--- config.mk ---
export PLATFORM = sky130hd
export DESIGN_NAME = pmap_top
export DESIGN_NICKNAME = d
export VERILOG_FILES = /design/src/rtl/pmap_pkg.sv /design/src/rtl/pmap_ctrl.sv /design/src/rtl/pmap_datapath.sv /design/src/rtl/pmap_top.sv
export SDC_FILE = /design/constraint.sdc
export NUM_CORES = 1
export LEC_CHECK = 0
export ABC_CLOCK_PERIOD_IN_PS = 900
export BUFFER_PORTS_ARGS = -buffer_cell sky130_fd_sc_hd__buf_2
export CAP_MARGIN = 10
export CELL_PAD_IN_SITES_DETAIL_PLACEMENT = 0
export CELL_PAD_IN_SITES_GLOBAL_PLACEMENT = 1
export CORE_MARGIN = 5
export CORE_UTILIZATION = 14
export DETAILED_ROUTE_END_ITERATION = 8
export PLACE_DENSITY = 0.75
export SETUP_SLACK_MARGIN = 0.3
export SYNTH_ARGS = -nofsm -noshare
export SYNTH_HDL_FRONTEND = slang
export SYNTH_SLANG_ARGS = --single-unit
--- constraint.sdc ---
create_clock -name clk -period 0.9 [get_ports clk]
set_input_delay 0.135 -clock clk [delete_from_list [all_inputs] [get_ports clk]]
set_output_delay 0.135 -clock clk [all_outputs]
set_load 0.02 [all_outputs]
--- src/rtl/pmap_pkg.sv ---
package pmap_pkg;
  localparam int LOG_W    = 16;
  localparam int PAGE_W   = 3;
  localparam int OFS_W    = 14;
  localparam int REGION_W = LOG_W - OFS_W;
  localparam int PHYS_W   = PAGE_W + OFS_W;
  localparam int REG_W    = 8;
  localparam int N_REGION = 1 << REGION_W;

  typedef struct packed {
    logic              loadPage;
    logic              useWindow;
    logic [PAGE_W-1:0] fixedPage;
    logic              blockFlash;
  } mapStrobes_t;
endpackage

--- src/rtl/pmap_ctrl.sv ---
module pmap_ctrl
  import pmap_pkg::*;
#(
  parameter int WIN_REGION = 2,
  parameter int PAGE_Q0    = 0,
  parameter int PAGE_Q1    = 1,
  parameter int PAGE_Q3    = 3
) (
  input  logic                clk,
  input  logic                rstN,
  input  logic                pageWrEn,
  input  logic [REGION_W-1:0] region,
  input  logic                ramRegClaim,
  output mapStrobes_t         strobes
);
  logic [PAGE_W-1:0] fixedTable [N_REGION];

  for (genvar r = 0; r < N_REGION; r++) begin : g_region
    localparam int PG = (r == 0) ? PAGE_Q0 :
                        (r == 1) ? PAGE_Q1 :
                        (r == 3) ? PAGE_Q3 : 0;
    assign fixedTable[r] = PAGE_W'(PG);
  end

  logic inWindow;
  assign inWindow = (region == REGION_W'(WIN_REGION));

  always_comb begin
    strobes.loadPage   = pageWrEn;
    strobes.useWindow  = inWindow;
    strobes.fixedPage  = fixedTable[region];
    strobes.blockFlash = ramRegClaim && !inWindow;
  end

  // the claim input never reaches the strobe struct for a window access
  assert_window_unblocked_R6: assert property (@(posedge clk) disable iff (!rstN)
    (region == REGION_W'(WIN_REGION)) |-> !strobes.blockFlash);
endmodule

--- src/rtl/pmap_datapath.sv ---
module pmap_datapath
  import pmap_pkg::*;
#(
  parameter int RESET_PAGE = 2
) (
  input  logic              clk,
  input  logic              rstN,
  input  mapStrobes_t       strobes,
  input  logic [REG_W-1:0]  wrData,
  input  logic [OFS_W-1:0]  offset,
  output logic [PHYS_W-1:0] physAddr,
  output logic [REG_W-1:0]  pageRdData,
  output logic              windowHit,
  output logic              flashSel
);
  logic [PAGE_W-1:0] pageReg;
  logic [PAGE_W-1:0] selPage;

  always_ff @(posedge clk or negedge rstN) begin
    if (!rstN)                 pageReg <= PAGE_W'(RESET_PAGE);
    else if (strobes.loadPage) pageReg <= wrData[PAGE_W-1:0];
  end

  always_comb begin
    selPage    = strobes.useWindow ? pageReg : strobes.fixedPage;
    physAddr   = {selPage, offset};
    pageRdData = {{(REG_W-PAGE_W){1'b0}}, pageReg};
    windowHit  = strobes.useWindow;
    flashSel   = !strobes.blockFlash;
  end

  assert_reset_value_R1: assert property (@(posedge clk) disable iff (!rstN)
    $rose(rstN) |-> pageReg == PAGE_W'(RESET_PAGE));

  assert_load_R2: assert property (@(posedge clk) disable iff (!rstN)
    strobes.loadPage |=> pageReg == $past(wrData[PAGE_W-1:0]));

  assert_hold_R8: assert property (@(posedge clk) disable iff (!rstN)
    !strobes.loadPage |=> $stable(pageReg));
endmodule

--- src/rtl/pmap_top.sv ---
module pmap_top
  import pmap_pkg::*;
#(
  parameter int RESET_PAGE = 2,
  parameter int WIN_REGION = 2
) (
  input  logic              clk,
  input  logic              rstN,
  input  logic              pageWrEn,
  input  logic [REG_W-1:0]  pageWrData,
  output logic [REG_W-1:0]  pageRdData,
  input  logic [LOG_W-1:0]  logAddr,
  input  logic              ramRegClaim,
  output logic [PHYS_W-1:0] physAddr,
  output logic              windowHit,
  output logic              flashSel
);
  mapStrobes_t strobes;

  pmap_ctrl #(.WIN_REGION(WIN_REGION)) u_ctrl (
    .clk        (clk),
    .rstN       (rstN),
    .pageWrEn   (pageWrEn),
    .region     (logAddr[LOG_W-1:OFS_W]),
    .ramRegClaim(ramRegClaim),
    .strobes    (strobes)
  );

  pmap_datapath #(.RESET_PAGE(RESET_PAGE)) u_dp (
    .clk       (clk),
    .rstN      (rstN),
    .strobes   (strobes),
    .wrData    (pageWrData),
    .offset    (logAddr[OFS_W-1:0]),
    .physAddr  (physAddr),
    .pageRdData(pageRdData),
    .windowHit (windowHit),
    .flashSel  (flashSel)
  );

  assert_window_map_R3: assert property (@(posedge clk) disable iff (!rstN)
    windowHit |-> (physAddr[PHYS_W-1:OFS_W] == pageRdData[PAGE_W-1:0]) &&
                  (physAddr[OFS_W-1:0] == logAddr[OFS_W-1:0]));

  assert_fixed_map_R4: assert property (@(posedge clk) disable iff (!rstN)
    !windowHit |-> physAddr[PHYS_W-1:OFS_W] ==
      (logAddr[LOG_W-1] ? PAGE_W'(3) : PAGE_W'(logAddr[OFS_W])));

  assert_claim_fixed_R6: assert property (@(posedge clk) disable iff (!rstN)
    (ramRegClaim && !windowHit) |-> !flashSel);

  assert_window_selects_R6: assert property (@(posedge clk) disable iff (!rstN)
    windowHit |-> flashSel);
endmodule

Word level (Yosys, flattened, before mapping). Cells that the tools add are included.

Register bits: 3. Bits of input ports: 28. Output and inout port bits: 27. Logic and storage cells: 11.

Magnitude comparators: 1. Equality and inequality tests: 1. Muxes and demuxes: 4. Bitwise gates (word level): 1. Reduce and logical (&&, ||, !) cells: 3.

Operator list (count): $mux W3 (3); $bmux W3 S2 (1); $ge A3 B3 Y1 const B (1); $not A2 Y3 (1); $eq A2 B2 Y1 const B (1); $logic_not A1 Y1 (2); $logic_and A1 B1 Y1 (1).

Longest topological paths before layout. Gate-level depths: netlist of the first run.

Word-level depth: 5. Mapped depth: 2. Depth with buffers taken out: 2.

Modules after synthesis. A second synthesis of the first run with hierarchy kept.

Cells, all modules: 39. Area, all modules: 365.4 µm².

By module, submodules not included: pmap_datapath (times used 1, cells an instance 31, area each 301.5 µm², sequential area each 76.3 µm²); pmap_ctrl (times used 1, cells an instance 8, area each 63.8 µm², sequential area each 0.0 µm²).

Least setup slack after synthesis of the first run. Ideal clock, no wire load.

Kind: register to output. From: reg u_dp.pageReg[1]. To: out physAddr[15]. Arrival: 910 ps. Data required time: 765 ps. Slack: -145 ps. Stages on the path, launching flop included: 3. Buffers on the path: 0. Path through: dfstp_2 > nor2_1 > nor2_1.

Word-level cells in the longest chain between the ends: 1.

RTL lines: start, declared (RTL line pmap_datapath.sv:16) `logic [PAGE_W-1:0] pageReg;`; start signal, assigned (RTL line pmap_datapath.sv:20) `if (!rstN) pageReg <= PAGE_W'(RESET_PAGE);`; start signal, assigned (RTL line pmap_datapath.sv:21) `else if (strobes.loadPage) pageReg <= wrData[PAGE_W-1:0];`; $mux W3 (RTL line pmap_datapath.sv:25) `selPage = strobes.useWindow ? pageReg : strobes.fixedPage;`; end, declared (RTL line pmap_top.sv:14) `output logic [PHYS_W-1:0] physAddr,`.

No other way between the ends.

Final worst setup path of the first run. Same ends and word-level chain as after synthesis.

==> results.md, run 1 <==
- Min setup slack post-route: -263 ps
- Commonest non-fill, non-tap cell in the layout: buf_6
- Global route hottest layer: met2
- Final Hold Fails: 0
- Routability congestion estimate: 0.719
- Warnings from Yosys: 0
- TritonCTS buffer count: 3
- Nets: 71
- Worst-Skew Late Latency: 230 ps
- Placed cell areas: 310 sq um
- Peak VDD IR: 0.000437 V
- Tcrit/Tclk final: 1.29
- Clk root buf: clkbuf_4
- WP buf/inv: 1
- Htree depth: 1
- # clock sinks: 3
- Cell Rows: 16
- Power Dens Cells: 1380 nW/um^2
- Placed cells: 61
- Crit path time final: 1160 ps
- Cell accounting for the most synthesized area: buf_4
- WL final: 712 um
- Maximum root-to-sink buffer count: 2
- Unique masters post-synth: 11
- Met3 usage: 0.0209
- Drt initial violations: 0
- Diodes inserted: 0
- Largest net degree at the start of global routing: 5
- Setup TNS: -1030 ps
- WP data arrival: 1030 ps
- Largest Register: u_dp.pageReg
- R2R depth: 2
- Tot GR Track Use: 0.0461
- Sequential fraction of the synthesis area: 0.258
- Clk_skew: 0 ps
- Cells after Synth: 33
- Die ar.: 3130 sq um
- Max reg flops: 3
- CP max FO: 3
- Status: complete, but fails checks
- Top cell type's share of synthesized area: 0.483
- Die X: 55.9 um
- Pre-CTS WS: -77.4 ps
- Regs by FF count: u_dp.pageReg x3
- First-pass GRT wire length: 1050 um
- Met2 usage: 0.0760
- Cell family with most CP delay: flip-flops
- WHS: 134 ps
- Mean post-synth cell area: 8.95 sq um
- Required @ worst endpoint: 760 ps
- Slew Limit Fails: 0
- Synth Register Bits: 3
- WHS Endpoint: u_dp.pageReg[0]
- TritonCTS clock tree: yes
- Syn Std Cell Area: 295 sq um
- Violated checks: setup timing
- CP Launch Type: flop
- Pre-Repair DR Iteration Count: 1
- Vias in the first global route: 237
- Hold_sp: pageWrData[0]
- Drt via density: 3.10
- Hold Crit Class: input port to flop
- WP depth: 3
- Synth top area cells: buf_4, dfrtp_1, mux2_2
- WHS Path Cells: 2
- Non-Filler Instances: 69
- CP Capture Type: output port
- Post-route cell area: 467 sq um
- Filler Cells Inserted: 203
- # setup viols final: 7
- Routed WL per cell: 10.3 um
- Worst R2R End: u_dp.pageReg[2]
- Crit path largest cell delay: 560 ps
- Area Growth Syn to Fin: 58.1%
- Reg2reg setup slack: 0 ps
- CP max stage cell: dfstp_2
- Share of cells above drive strength 1: 0.810
- Vias: 214
- Drc violations: 0
- RSZ-0062 raised after global routing: true
- Detail Route Antenna Nets: 0
- Leak: 0.222 nW
- Dpl hpwl: 507 um
- Initial antenna violation count: 0
- Max_cap viols: 0
- Ordered list of cells on the worst path: nor2_4 > nor2_4 > buf_6
- Worst r2r src: u_dp.pageReg[2]
- Die height: 55.9 um
- Most frequent cells in the layout: buf_6, buf_2, conb_1
- Cell mode on critical path: nor2_4
- I/O Buffers: 16
- Crit Path Class: flop to output port
- GR Layer Usage met1: 0.0412
- I/O pins: 55
- Gr ovfl total: 0
- Max Clock Freq: 860 MHz
- Register clock-pin slew on the reported worst setup and hold paths: 40 ps
- Initial core utilization: 0.149
- Core ar.: 1980 sq um
## final cells by class
type / instances / area (sq um) / area share
Timing Repair Buffer: 20 / 204 / 0.437
Sequential cell: 3 / 78.8 / 0.169
Clock buffer: 4 / 26.3 / 0.0563
Inverter: 1 / 6.26 / 0.0134
Multi-Input combinational cell: 14 / 118 / 0.252
Tap cell: 27 / 33.8 / 0.0724
## cell families after synthesis
group	share of synthesized area
muxes	0.114
DFF	0.258
and+or+nand+nor	0.0763
AOI/OAI and AO/OA	0.0424
other	0.0127
buffers and inverters	0.496
## repair_timing
action | CTS | global route
setup endpoints to repair | 11 | 11
hold endpoints to repair | 3 | 0
gates resized for setup | 21 | 5
pin swaps | 2 | 2
setup buffers | 1 | 2
hold buffers | 1 | 0
## power breakdown
part           total (W)  switching (W)  internal [W]
combinational   0.000237       0.000106      0.000131
clock           0.000235      0.0000690      0.000166
sequential      0.000171      0.0000159      0.000155
## stage by stage
stage / utilization / power, W
2_1_floorplan: - / 0.000369
6_report: 0.235 / 0.000643
4_1_cts: 0.212 / 0.000631
3_5_place_dp: 0.157 / 0.000324
5_1_grt: 0.235 / 0.000674
3_3_place_gp: 0.157 / 0.000320
## worst max-delay path by stage
| stage | startpoint | endpoint | slack [ps] |
|---|---|---|---|
| global route | u_dp.pageReg[1] | physAddr[15] | -300 |
| finish | u_dp.pageReg[1] | physAddr[15] | -260 |
| CTS | u_dp.pageReg[1] | physAddr[15] | -280 |
| floorplan | u_dp.pageReg[1] | physAddr[15] | -30 |
| global placement | u_dp.pageReg[1] | physAddr[15] | -70 |
| detailed placement | u_dp.pageReg[1] | physAddr[15] | -80 |
## layer usage
layer  wire, um  vias to the layer above  part of all wire
met1        237                       98              0.33
li1           -                       96                 -
met4          0                        0                 0
met2        378                       20              0.53
met3         96                        0              0.13
met5          0                        -                 0
## Yosys cell counts
cell     number
a21o_1        1
and2_1        1
buf_4        19
conb_1        1
dfrtp_1       2
dfstp_2       1
inv_1         1
mux2_2        3
nor2_1        2
nor2b_2       1
o21ai_0       1
Power figures use the tool's default switching activity.
==> run 2, diff against run 1 <==
CTS_BUF_LIST = sky130_fd_sc_hd__clkbuf_2 sky130_fd_sc_hd__clkbuf_4 sky130_fd_sc_hd__clkbuf_8   (was default)
==> run 2 against run 1 <==
Effect of this change:
- the flow still finishes with violations (setup timing)
- critical path depth unchanged
- clock skew unchanged
- fmax about the same
- sequential cell count unchanged
- via count unchanged
- final cell count unchanged
- first-iteration DRC count unchanged
- combinational power about the same
- non-clock buffer count unchanged
- critical path type unchanged
==> results.md, run 2 (synthesis gave the netlist of run 1 again) <==
- Drt initial violations: 0 (unchanged)
- Nets: 71 (unchanged)
- Max Clock Freq: 859 MHz (about the same)
- Worst r2r src: u_dp.pageReg[2]
- Status: complete, but fails checks
- Initial core utilization: 0.149 (unchanged)
- Max reg flops: 3 (unchanged)
- I/O Buffers: 16 (unchanged)
- Pre-Repair DR Iteration Count: 1 (unchanged)
- Required @ worst endpoint: 760 ps (about the same)
- Power Dens Cells: 1430 nW/um^2 (+4.0%)
- Gr ovfl total: 0 (unchanged)
- WHS Path Cells: 2 (unchanged)
- R2R depth: 2 (unchanged)
- Largest net degree at the start of global routing: 5 (unchanged)
- Tot GR Track Use: 0.0461 (unchanged)
- Hold Crit Class: input port to flop
- Max_cap viols: 0 (unchanged)
- Dpl hpwl: 507 um (unchanged)
- Routability congestion estimate: 0.719 (unchanged)
- Die ar.: 3130 sq um (unchanged)
- Vias: 214 (unchanged)
- WL final: 714 um (+0.28%)
- Worst R2R End: u_dp.pageReg[2]
- Peak VDD IR: 0.000511 V (+17%)
- Tcrit/Tclk final: 1.29 (about the same)
- WHS Endpoint: u_dp.pageReg[0]
- CP Launch Type: flop
- Slew Limit Fails: 0 (unchanged)
- Leak: 0.226 nW (+1.5%)
- Global route hottest layer: met2
- TritonCTS buffer count: 3 (unchanged)
- Cell Rows: 16 (unchanged)
- Routed WL per cell: 10.3 um (+0.28%)
- RSZ-0062 raised after global routing: true
- TritonCTS clock tree: yes
- Share of cells above drive strength 1: 0.833 (+0.0238)
- Area Growth Syn to Fin: 59.3%
- Diodes inserted: 0 (unchanged)
- Core ar.: 1980 sq um (unchanged)
- Drt via density: 3.10 (unchanged)
- Hold_sp: pageWrData[0]
- Worst-Skew Late Latency: 230 ps (about the same)
- Htree depth: 1 (unchanged)
- WP data arrival: 1030 ps (about the same)
- Maximum root-to-sink buffer count: 2 (unchanged)
- GR Layer Usage met1: 0.0412 (unchanged)
- Die X: 55.9 um (unchanged)
- Final Hold Fails: 0 (unchanged)
- Commonest non-fill, non-tap cell in the layout: buf_6
- # clock sinks: 3 (unchanged)
- Pre-CTS WS: -77.4 ps (unchanged)
- Met2 usage: 0.0760 (unchanged)
- # setup viols final: 7 (unchanged)
- First-pass GRT wire length: 1050 um (unchanged)
- Setup TNS: -1040 ps (-6.45 ps)
- Crit path time final: 1160 ps (+1.06 ps)
- Detail Route Antenna Nets: 0 (unchanged)
- Most frequent cells in the layout: buf_6, buf_2, conb_1
- Largest Register: u_dp.pageReg
- Initial antenna violation count: 0 (unchanged)
- I/O pins: 55 (unchanged)
- CP max FO: 3 (unchanged)
- Regs by FF count: u_dp.pageReg x3
- Drc violations: 0 (unchanged)
- Vias in the first global route: 237 (unchanged)
- Clk_skew: 0 ps (unchanged)
- Clk root buf: clkbuf_4
- CP Capture Type: output port
- Die height: 55.9 um (unchanged)
- Register clock-pin slew on the reported worst setup and hold paths: 40 ps (about the same)
- Reg2reg setup slack: 0 ps (unchanged)
- Met3 usage: 0.0209 (unchanged)
- Crit Path Class: flop to output port
- Final Util: 0.237 (+0.00189)
- Min setup slack post-route: -264 ps (-1.06 ps)
- Violated checks: setup timing
-- run 2: worst max path at each step --
stage	from	endpoint	slack (ps)
final	u_dp.pageReg[1]	physAddr[15]	-260
after global routing	u_dp.pageReg[1]	physAddr[15]	-310
after CTS	u_dp.pageReg[1]	physAddr[15]	-280
after detailed placement	u_dp.pageReg[1]	physAddr[15]	-80
after global placement	u_dp.pageReg[1]	physAddr[15]	-70
after floorplan	u_dp.pageReg[1]	physAddr[15]	-30
-- run 2: final cells by class --
class / count / area (sq um)
Multi-Input combinational cell: 14 / 118
Inverter: 1 / 6.26
Tap cell: 27 / 33.8
Clock buffer: 4 / 30.0
Sequential cell: 3 / 78.8
Fill cell: 203 / 1510
Timing Repair Buffer: 20 / 204
-- run 2: worst max-delay path: stages, from the launching register on --
cell,delay [ps]
dfstp_2,560
nor2_4,40
nor2_4,70
buf_6,120
-- run 2: metrics by stage --
step	cells	cell area, sq um	total power, W	hold slack [ps]
floorplan	37	339	0.000369	-161
global placement	61	310	0.000320	-68.5
detailed placement	61	310	0.000324	-64.1
CTS	67	424	0.000664	122
global route	69	470	0.000706	136
finish	69	470	0.000674	133
-- run 2: report_power, final --
part	switching [W]	total (W)	leakage, nW	internal [W]
registers	0.0000159	0.000171	0.0319	0.000155
logic	0.000106	0.000237	0.175	0.000131
clock network	0.0000701	0.000266	0.0184	0.000196
-- run 2: repair_timing --
item | in CTS | in global routing
pin swaps | 2 | 2
hold buffers | 1 | 0
gates resized for setup | 21 | 5
endpoints found under the setup margin | 11 | 11
endpoints found under the hold margin | 3 | 0
setup buffers | 1 | 2
-- run 2: metal layers --
layer  wire [um]  vias to the layer above
met2         380                       20
met5           0                        -
met3          96                        0
li1            -                       96
met4           0                        0
met1         237                       98
